$ cat config.mk
export PLATFORM = sky130hd
export DESIGN_NAME = meas_rate_ctrl
export DESIGN_NICKNAME = d
export VERILOG_FILES = /design/src/rtl/measctl_pkg.sv /design/src/rtl/meas_ctrl_regs.sv /design/src/rtl/meas_rate_timer.sv /design/src/rtl/meas_rate_ctrl.sv
export SDC_FILE = /design/constraint.sdc
export NUM_CORES = 1
export LEC_CHECK = 0
export CAP_MARGIN = 20
export CORE_UTILIZATION = 60
export DETAILED_ROUTE_END_ITERATION = 8
export DONT_BUFFER_PORTS = 1
export GPL_TIMING_DRIVEN = 0
export PLACE_DENSITY_LB_ADDON = 0.3
export SYNTH_ARGS = -nofsm -noshare
export SYNTH_HDL_FRONTEND = slang
export SYNTH_SLANG_ARGS = --single-unit
$ cat constraint.sdc
create_clock -name clk -period 4.1 [get_ports clk]
set_input_delay 0.205 -clock clk [delete_from_list [all_inputs] [get_ports clk]]
set_output_delay 0.205 -clock clk [all_outputs]
set_load 0.01 [all_outputs]
$ cat src/rtl/measctl_pkg.sv
package measctl_pkg;
  localparam logic [7:0] ADDR_CTRL1 = 8'h09;
  localparam logic [7:0] ADDR_CTRL2 = 8'h0A;
  localparam logic [7:0] ADDR_SRPER = 8'h0B;
  localparam logic [7:0] ADDR_IDENT = 8'h0D;
  localparam logic [7:0] IDENT_VAL  = 8'hFF;

  typedef enum logic [1:0] {
    MODE_STBY = 2'b00,
    MODE_CONT = 2'b01,
    MODE_RSV2 = 2'b10,
    MODE_RSV3 = 2'b11
  } opMode_t;

  typedef struct packed {
    logic restart;
    logic softReset;
  } ctlStrobe_t;
endpackage

$ cat src/rtl/meas_ctrl_regs.sv
module meas_ctrl_regs
  import measctl_pkg::*;
(
  input  logic       clk,
  input  logic       rstN,
  input  logic       regWrEn,
  input  logic [7:0] regAddr,
  input  logic [7:0] regWrData,
  output logic [7:0] regRdData,
  output ctlStrobe_t strobe,
  output logic       isCont,
  output logic [1:0] odrSel,
  output logic       rangeWide,
  output logic [3:0] osrLog2,
  output logic [7:0] srPeriod,
  output logic       rollOverEn,
  output logic       intPinEn
);
  logic [7:0] ctrlWord;
  logic       wrapBit;
  logic       intOff;
  logic [7:0] srReg;

  always_comb begin
    strobe.softReset = regWrEn && (regAddr == ADDR_CTRL2) && regWrData[7];
    strobe.restart   = regWrEn && (regAddr == ADDR_CTRL1);
  end

  always_ff @(posedge clk or negedge rstN) begin
    if (!rstN) begin
      ctrlWord <= '0;
      wrapBit  <= 1'b0;
      intOff   <= 1'b0;
      srReg    <= '0;
    end else if (strobe.softReset) begin
      ctrlWord <= '0;
      wrapBit  <= 1'b0;
      intOff   <= 1'b0;
      srReg    <= '0;
    end else if (regWrEn) begin
      case (regAddr)
        ADDR_CTRL1: ctrlWord <= regWrData;
        ADDR_CTRL2: begin
          wrapBit <= regWrData[6];
          intOff  <= regWrData[0];
        end
        ADDR_SRPER: srReg <= regWrData;
        default: ;
      endcase
    end
  end

  always_comb begin
    case (regAddr)
      ADDR_CTRL1: regRdData = ctrlWord;
      ADDR_CTRL2: regRdData = {1'b0, wrapBit, 5'b0, intOff};
      ADDR_SRPER: regRdData = srReg;
      ADDR_IDENT: regRdData = IDENT_VAL;
      default:    regRdData = 8'h00;
    endcase
  end

  assign isCont     = (opMode_t'(ctrlWord[1:0]) == MODE_CONT);
  assign odrSel     = ctrlWord[3:2];
  assign rangeWide  = (ctrlWord[5:4] == 2'b01);
  assign osrLog2    = 4'd9 - {2'b00, ctrlWord[7:6]};
  assign srPeriod   = srReg;
  assign rollOverEn = wrapBit;
  assign intPinEn   = ~intOff;

  // soft reset leaves standby and cleared registers behind
  p_softrst_clears_r10: assert property (@(posedge clk) disable iff (!rstN)
    $past(strobe.softReset) |-> (ctrlWord == 8'h00 && !wrapBit && !intOff && srReg == 8'h00));

  // identity register never changes
  p_ident_fixed_r4: assert property (@(posedge clk) disable iff (!rstN)
    (regAddr == ADDR_IDENT) |-> (regRdData == IDENT_VAL));

  // unused bits of control word 2 read as zero
  p_ctrl2_unused_r3: assert property (@(posedge clk) disable iff (!rstN)
    (regAddr == ADDR_CTRL2) |-> (regRdData[7] == 1'b0 && regRdData[5:1] == 5'b0));
endmodule

$ cat src/rtl/meas_rate_timer.sv
module meas_rate_timer
  import measctl_pkg::*;
#(
  parameter int BASE_TICKS = 4
) (
  input  logic       clk,
  input  logic       rstN,
  input  ctlStrobe_t strobe,
  input  logic       isCont,
  input  logic [1:0] odrSel,
  input  logic       tickIn,
  output logic       measTrig,
  output logic       measAbort
);
  localparam int MAX_PERIOD = BASE_TICKS * 20;
  localparam int CNT_W = (MAX_PERIOD > 2) ? $clog2(MAX_PERIOD) : 1;
  localparam logic [CNT_W-1:0] LAST_10HZ  = CNT_W'(BASE_TICKS * 20 - 1);
  localparam logic [CNT_W-1:0] LAST_50HZ  = CNT_W'(BASE_TICKS * 4 - 1);
  localparam logic [CNT_W-1:0] LAST_100HZ = CNT_W'(BASE_TICKS * 2 - 1);
  localparam logic [CNT_W-1:0] LAST_200HZ = CNT_W'(BASE_TICKS - 1);

  logic [CNT_W-1:0] tickCnt;
  logic [CNT_W-1:0] lastCnt;

  always_comb begin
    case (odrSel)
      2'b00:   lastCnt = LAST_10HZ;
      2'b01:   lastCnt = LAST_50HZ;
      2'b10:   lastCnt = LAST_100HZ;
      default: lastCnt = LAST_200HZ;
    endcase
  end

  always_ff @(posedge clk or negedge rstN) begin
    if (!rstN) begin
      tickCnt   <= '0;
      measTrig  <= 1'b0;
      measAbort <= 1'b0;
    end else begin
      measAbort <= strobe.softReset;
      if (strobe.softReset || strobe.restart || !isCont) begin
        tickCnt  <= '0;
        measTrig <= 1'b0;
      end else if (tickIn) begin
        if (tickCnt == lastCnt) begin
          tickCnt  <= '0;
          measTrig <= 1'b1;
        end else begin
          tickCnt  <= tickCnt + 1'b1;
          measTrig <= 1'b0;
        end
      end else begin
        measTrig <= 1'b0;
      end
    end
  end

  // triggers only follow a cycle spent in continuous mode
  p_trig_only_cont_r6: assert property (@(posedge clk) disable iff (!rstN)
    measTrig |-> $past(isCont));

  // every trigger is caused by a tick
  p_trig_needs_tick_r7: assert property (@(posedge clk) disable iff (!rstN)
    measTrig |-> $past(tickIn));

  // a restart never produces a trigger in the next cycle
  p_restart_quiet_r8: assert property (@(posedge clk) disable iff (!rstN)
    $past(strobe.restart) |-> !measTrig);

  // abandon pulse is single-cycle and never joined by a trigger
  p_abort_alone_r9: assert property (@(posedge clk) disable iff (!rstN)
    measAbort |-> (!measTrig && $past(strobe.softReset)));
endmodule

$ cat src/rtl/meas_rate_ctrl.sv
module meas_rate_ctrl
  import measctl_pkg::*;
#(
  parameter int BASE_TICKS = 4
) (
  input  logic       clk,
  input  logic       rstN,
  input  logic       regWrEn,
  input  logic [7:0] regAddr,
  input  logic [7:0] regWrData,
  output logic [7:0] regRdData,
  input  logic       tickIn,
  output logic       measTrig,
  output logic       measAbort,
  output logic       rangeWide,
  output logic [3:0] osrLog2,
  output logic [7:0] srPeriod,
  output logic       rollOverEn,
  output logic       intPinEn
);
  ctlStrobe_t strobe;
  logic       isCont;
  logic [1:0] odrSel;

  meas_ctrl_regs u_regs (
    .clk(clk), .rstN(rstN), .regWrEn(regWrEn), .regAddr(regAddr),
    .regWrData(regWrData), .regRdData(regRdData), .strobe(strobe),
    .isCont(isCont), .odrSel(odrSel), .rangeWide(rangeWide),
    .osrLog2(osrLog2), .srPeriod(srPeriod), .rollOverEn(rollOverEn),
    .intPinEn(intPinEn)
  );

  meas_rate_timer #(.BASE_TICKS(BASE_TICKS)) u_timer (
    .clk(clk), .rstN(rstN), .strobe(strobe), .isCont(isCont),
    .odrSel(odrSel), .tickIn(tickIn), .measTrig(measTrig),
    .measAbort(measAbort)
  );
endmodule

==> results.ini <==
[status]
status = finished clean

[final_layout]
num_antenna_cells = 0
design_area_um2 = 1710
drive_gt1_share_pct = 11.0
nets = 195
syn_to_final_growth_pct = 7.37

[power]
p_int_mw = 0.334
fin_total_pwr_mw = 0.455
combPwrFrac_pct = 10.9
p_sw_mw = 0.121
ir_drop_v = 0.000257
p_leak_nw = 0.851
clock_power_share_pct = 26.3
p_sw_share_pct = 26.7
powerDensity_nw_per_um2 = 266
seq_power_share_pct = 62.8

[setup_path]
rr_worst_depth = 5
crit_chain = clkbuf_1 -> nor4b_1 -> o21ai_1 -> a21boi_0 -> o32ai_1
start_kind = flip-flop
slowest_delay_ns = 0.39
criticalPathCategory = flip-flop to flip-flop
cp-end-kind = flip-flop
critPathArrivalTime_ns = 1.86
cp_max_fo = 8
worst_ep_required_time_ns = 4.31
critPathSlowestCell = dfrtp_1

[detailed_routing]
dr.pass1.iters = 4
wl_per_cell_um = 16.8
vias = 1269
ant_nets = 0
routed_via_density = 6.25
drtIter0Drc = 23
drcViolationCount = 0
drt-total-wl_mm = 3.42

[placed_design]
hpwl_mm = 2.54
place_area_um2 = 1630
port_buffers = 0
place_congestion = 0.801

[synthesis]
synth_fp_nets = 186
syn-instance-count = 165
yosysTopAreaCell = dfrtp_1
synthArstFlopShare_pct = 100
netlist_top_cells_area = dfrtp_1 (42%), mux2i_1 (10%), nor2_1 (4.2%)
synth_top_cell_area_share_pct = 42.3
syn_avg_cell_area_um2 = 9.68
synthDistinctLibCells = 41
synth_area_um2 = 1600
ys_warn_count = 0
synth_seq_area_share_pct = 42.3
synth_seq_cells = 27
synth-edff-count = 0
synthFlopType = dfrtp_1

[timing]
rsz0062_at_grt = no
slew_headroom_pct = 67.5
setup_violations = 0
hold_viol = 0
max_slew.worst_pin.slew_ns = 0.485
holdWs_ns = 0.0147
fin_setup_tns_ns = 0
fin_crit_ns = 1.64
clock-skew-final_ns = 0.00309
max_freq_ghz = 0.609
slew_violations = 0
post-route-period-util_pct = 40.0

[global_route]
first_global_vias = 1192
grt_pass1_wl_mm = 5.41
gr-total-overflow = 0
grt.total_usage_pct = 26.6
antenna_found_initial = 0
grt_max_degree = 28

[worst_hold_path]
hold_class = primary input to flip-flop
holdPathStages = 2

[clock_network]
clock_path_buffers = 2
cts.sinks = 27
cts.reportedPaths.clkPinSlew_ns = 0.15
post_cts_buffers = 0
clk_latency_ns = 0.33
clk_root_buffer_cell = clkbuf_4
cts_made_buffers = 3
htree_levels = 1
cts_tree = yes

[die]
dieArea_um2 = 2870
placementRows = 18
die_h_um = 53.6
fp.dieW_um = 53.6
fp.coreArea_um2 = 2500
initial_core_util_pct = 63.9
io_pins = 45

[job]
maxCapViolCount = 0

-- power groups by stage --
stage	logic [mW]	registers [mW]	clock network, mW
floorplan	0.0344	0.288	0
global placement	0.0389	0.290	0
detailed placement	0.0404	0.291	0
CTS	0.0495	0.286	0.122
global route	0.0567	0.287	0.131
finish	0.0497	0.286	0.120
-- cells by family after synthesis --
family                   synth area share [%]
adder cells (fa/ha/maj)                 0.784
AND/OR/NAND/NOR                          28.1
flip-flops                               42.3
multiplexers                             10.7
XOR/XNOR                                 2.19
AO/OA/AOI/OAI                            10.1
buffers and inverters                    5.72
-- per-layer routing --
metal  wire (µm)  global-route usage, %  up-vias
met5           0                      0        -
met4          35                   9.65        0
met3         172                   6.50        6
met2        1750                   48.3       42
met1        1460                   29.9      617
li1            -                      -      604
-- worst max-delay path, delay by kind of cell, from the launching register on --
kind | cells | cell delay [ns]
AO/OA/AOI/OAI | 3 | 0.62
buffers and inverters | 1 | 0.18
flip-flops | 1 | 0.39
AND/OR/NAND/NOR | 1 | 0.34
-- cell type report --
| cell class | count | area [µm²] |
|---|---|---|
| Inverter | 5 | 18.8 |
| Multi-Input combinational cell | 123 | 830 |
| Fill cell | 195 | 786 |
| Tap cell | 30 | 37.5 |
| Clock inverter | 1 | 7.51 |
| Buffer | 10 | 72.6 |
| Timing Repair Buffer | 4 | 50.0 |
| Clock buffer | 3 | 22.5 |
| Sequential cell | 27 | 676 |
-- flip-flops by register name, summed over array words and instances, names as in the netlist --
signal             count
u_regs.rollOverEn      1
u_regs.srPeriod        8
u_regs.intOff          1
u_timer.measTrig       1
u_regs.ctrlWord        8
u_timer.tickCnt        7
u_timer.measAbort      1
-- layout by cell type (no fill, tap or decap), types with 4 or more instances in the layout --
master | netlist | routed
mux2i_1 | 16 | 16
nand3_1 | 4 | 4
xor2_1 | 4 | 4
nor3_1 | 9 | 9
o21ai_0 | 5 | 5
nor2_1 | 18 | 18
inv_1 | 5 | 5
nor2b_1 | 8 | 8
a21oi_1 | 5 | 5
a211oi_1 | 7 | 7
nand2b_1 | 9 | 9
dfrtp_1 | 27 | 27
nand2_1 | 9 | 9
-- per-stage QoR --
| stage | worst slack [ns] | std cells | utilization, % |
|---|---|---|---|
| 6_report | 2.46 | 203 | 68.6 |
| 5_1_grt | 2.40 | 203 | 68.6 |
| 4_1_cts | 2.48 | 202 | 68.2 |
| 3_5_place_dp | 2.51 | 195 | 65.4 |
| 3_3_place_gp | 2.60 | 195 | 65.4 |
| 2_1_floorplan | 2.75 | 165 | - |
-- Yosys cell counts (3+ instances only) --
cell and instances:
a211oi_1 7, a21oi_1 5, and3b_1 3, clkbuf_1 3
dfrtp_1 27, inv_1 5, mux2i_1 16, nand2_1 9
nand2b_1 9, nand3_1 4, nor2_1 18, nor2b_1 8
nor3_1 9, o21ai_0 5, xor2_1 4
-- timing repair --
item                                   CTS  global route
hold buffers                             3             1
gates resized for setup                  0             0
endpoints found under the hold margin   28             1
-- path summary, 6_finish.rpt --
check | from | endpoint | slack [ns]
setup / recovery | u_timer.tickCnt[4] | u_timer.tickCnt[1] | 2.46
hold / removal | regWrData[6] | u_regs.rollOverEn | 0.01
setup reg to reg | u_timer.tickCnt[4] | u_timer.tickCnt[1] | 2.46
hold reg to reg | u_regs.intOff | u_regs.intOff | 0.50
max in group asynchronous | rstN | u_regs.intOff | 3.64
min in group asynchronous | rstN | u_timer.tickCnt[6] | 0.31
Power figures use the tool's default switching activity.
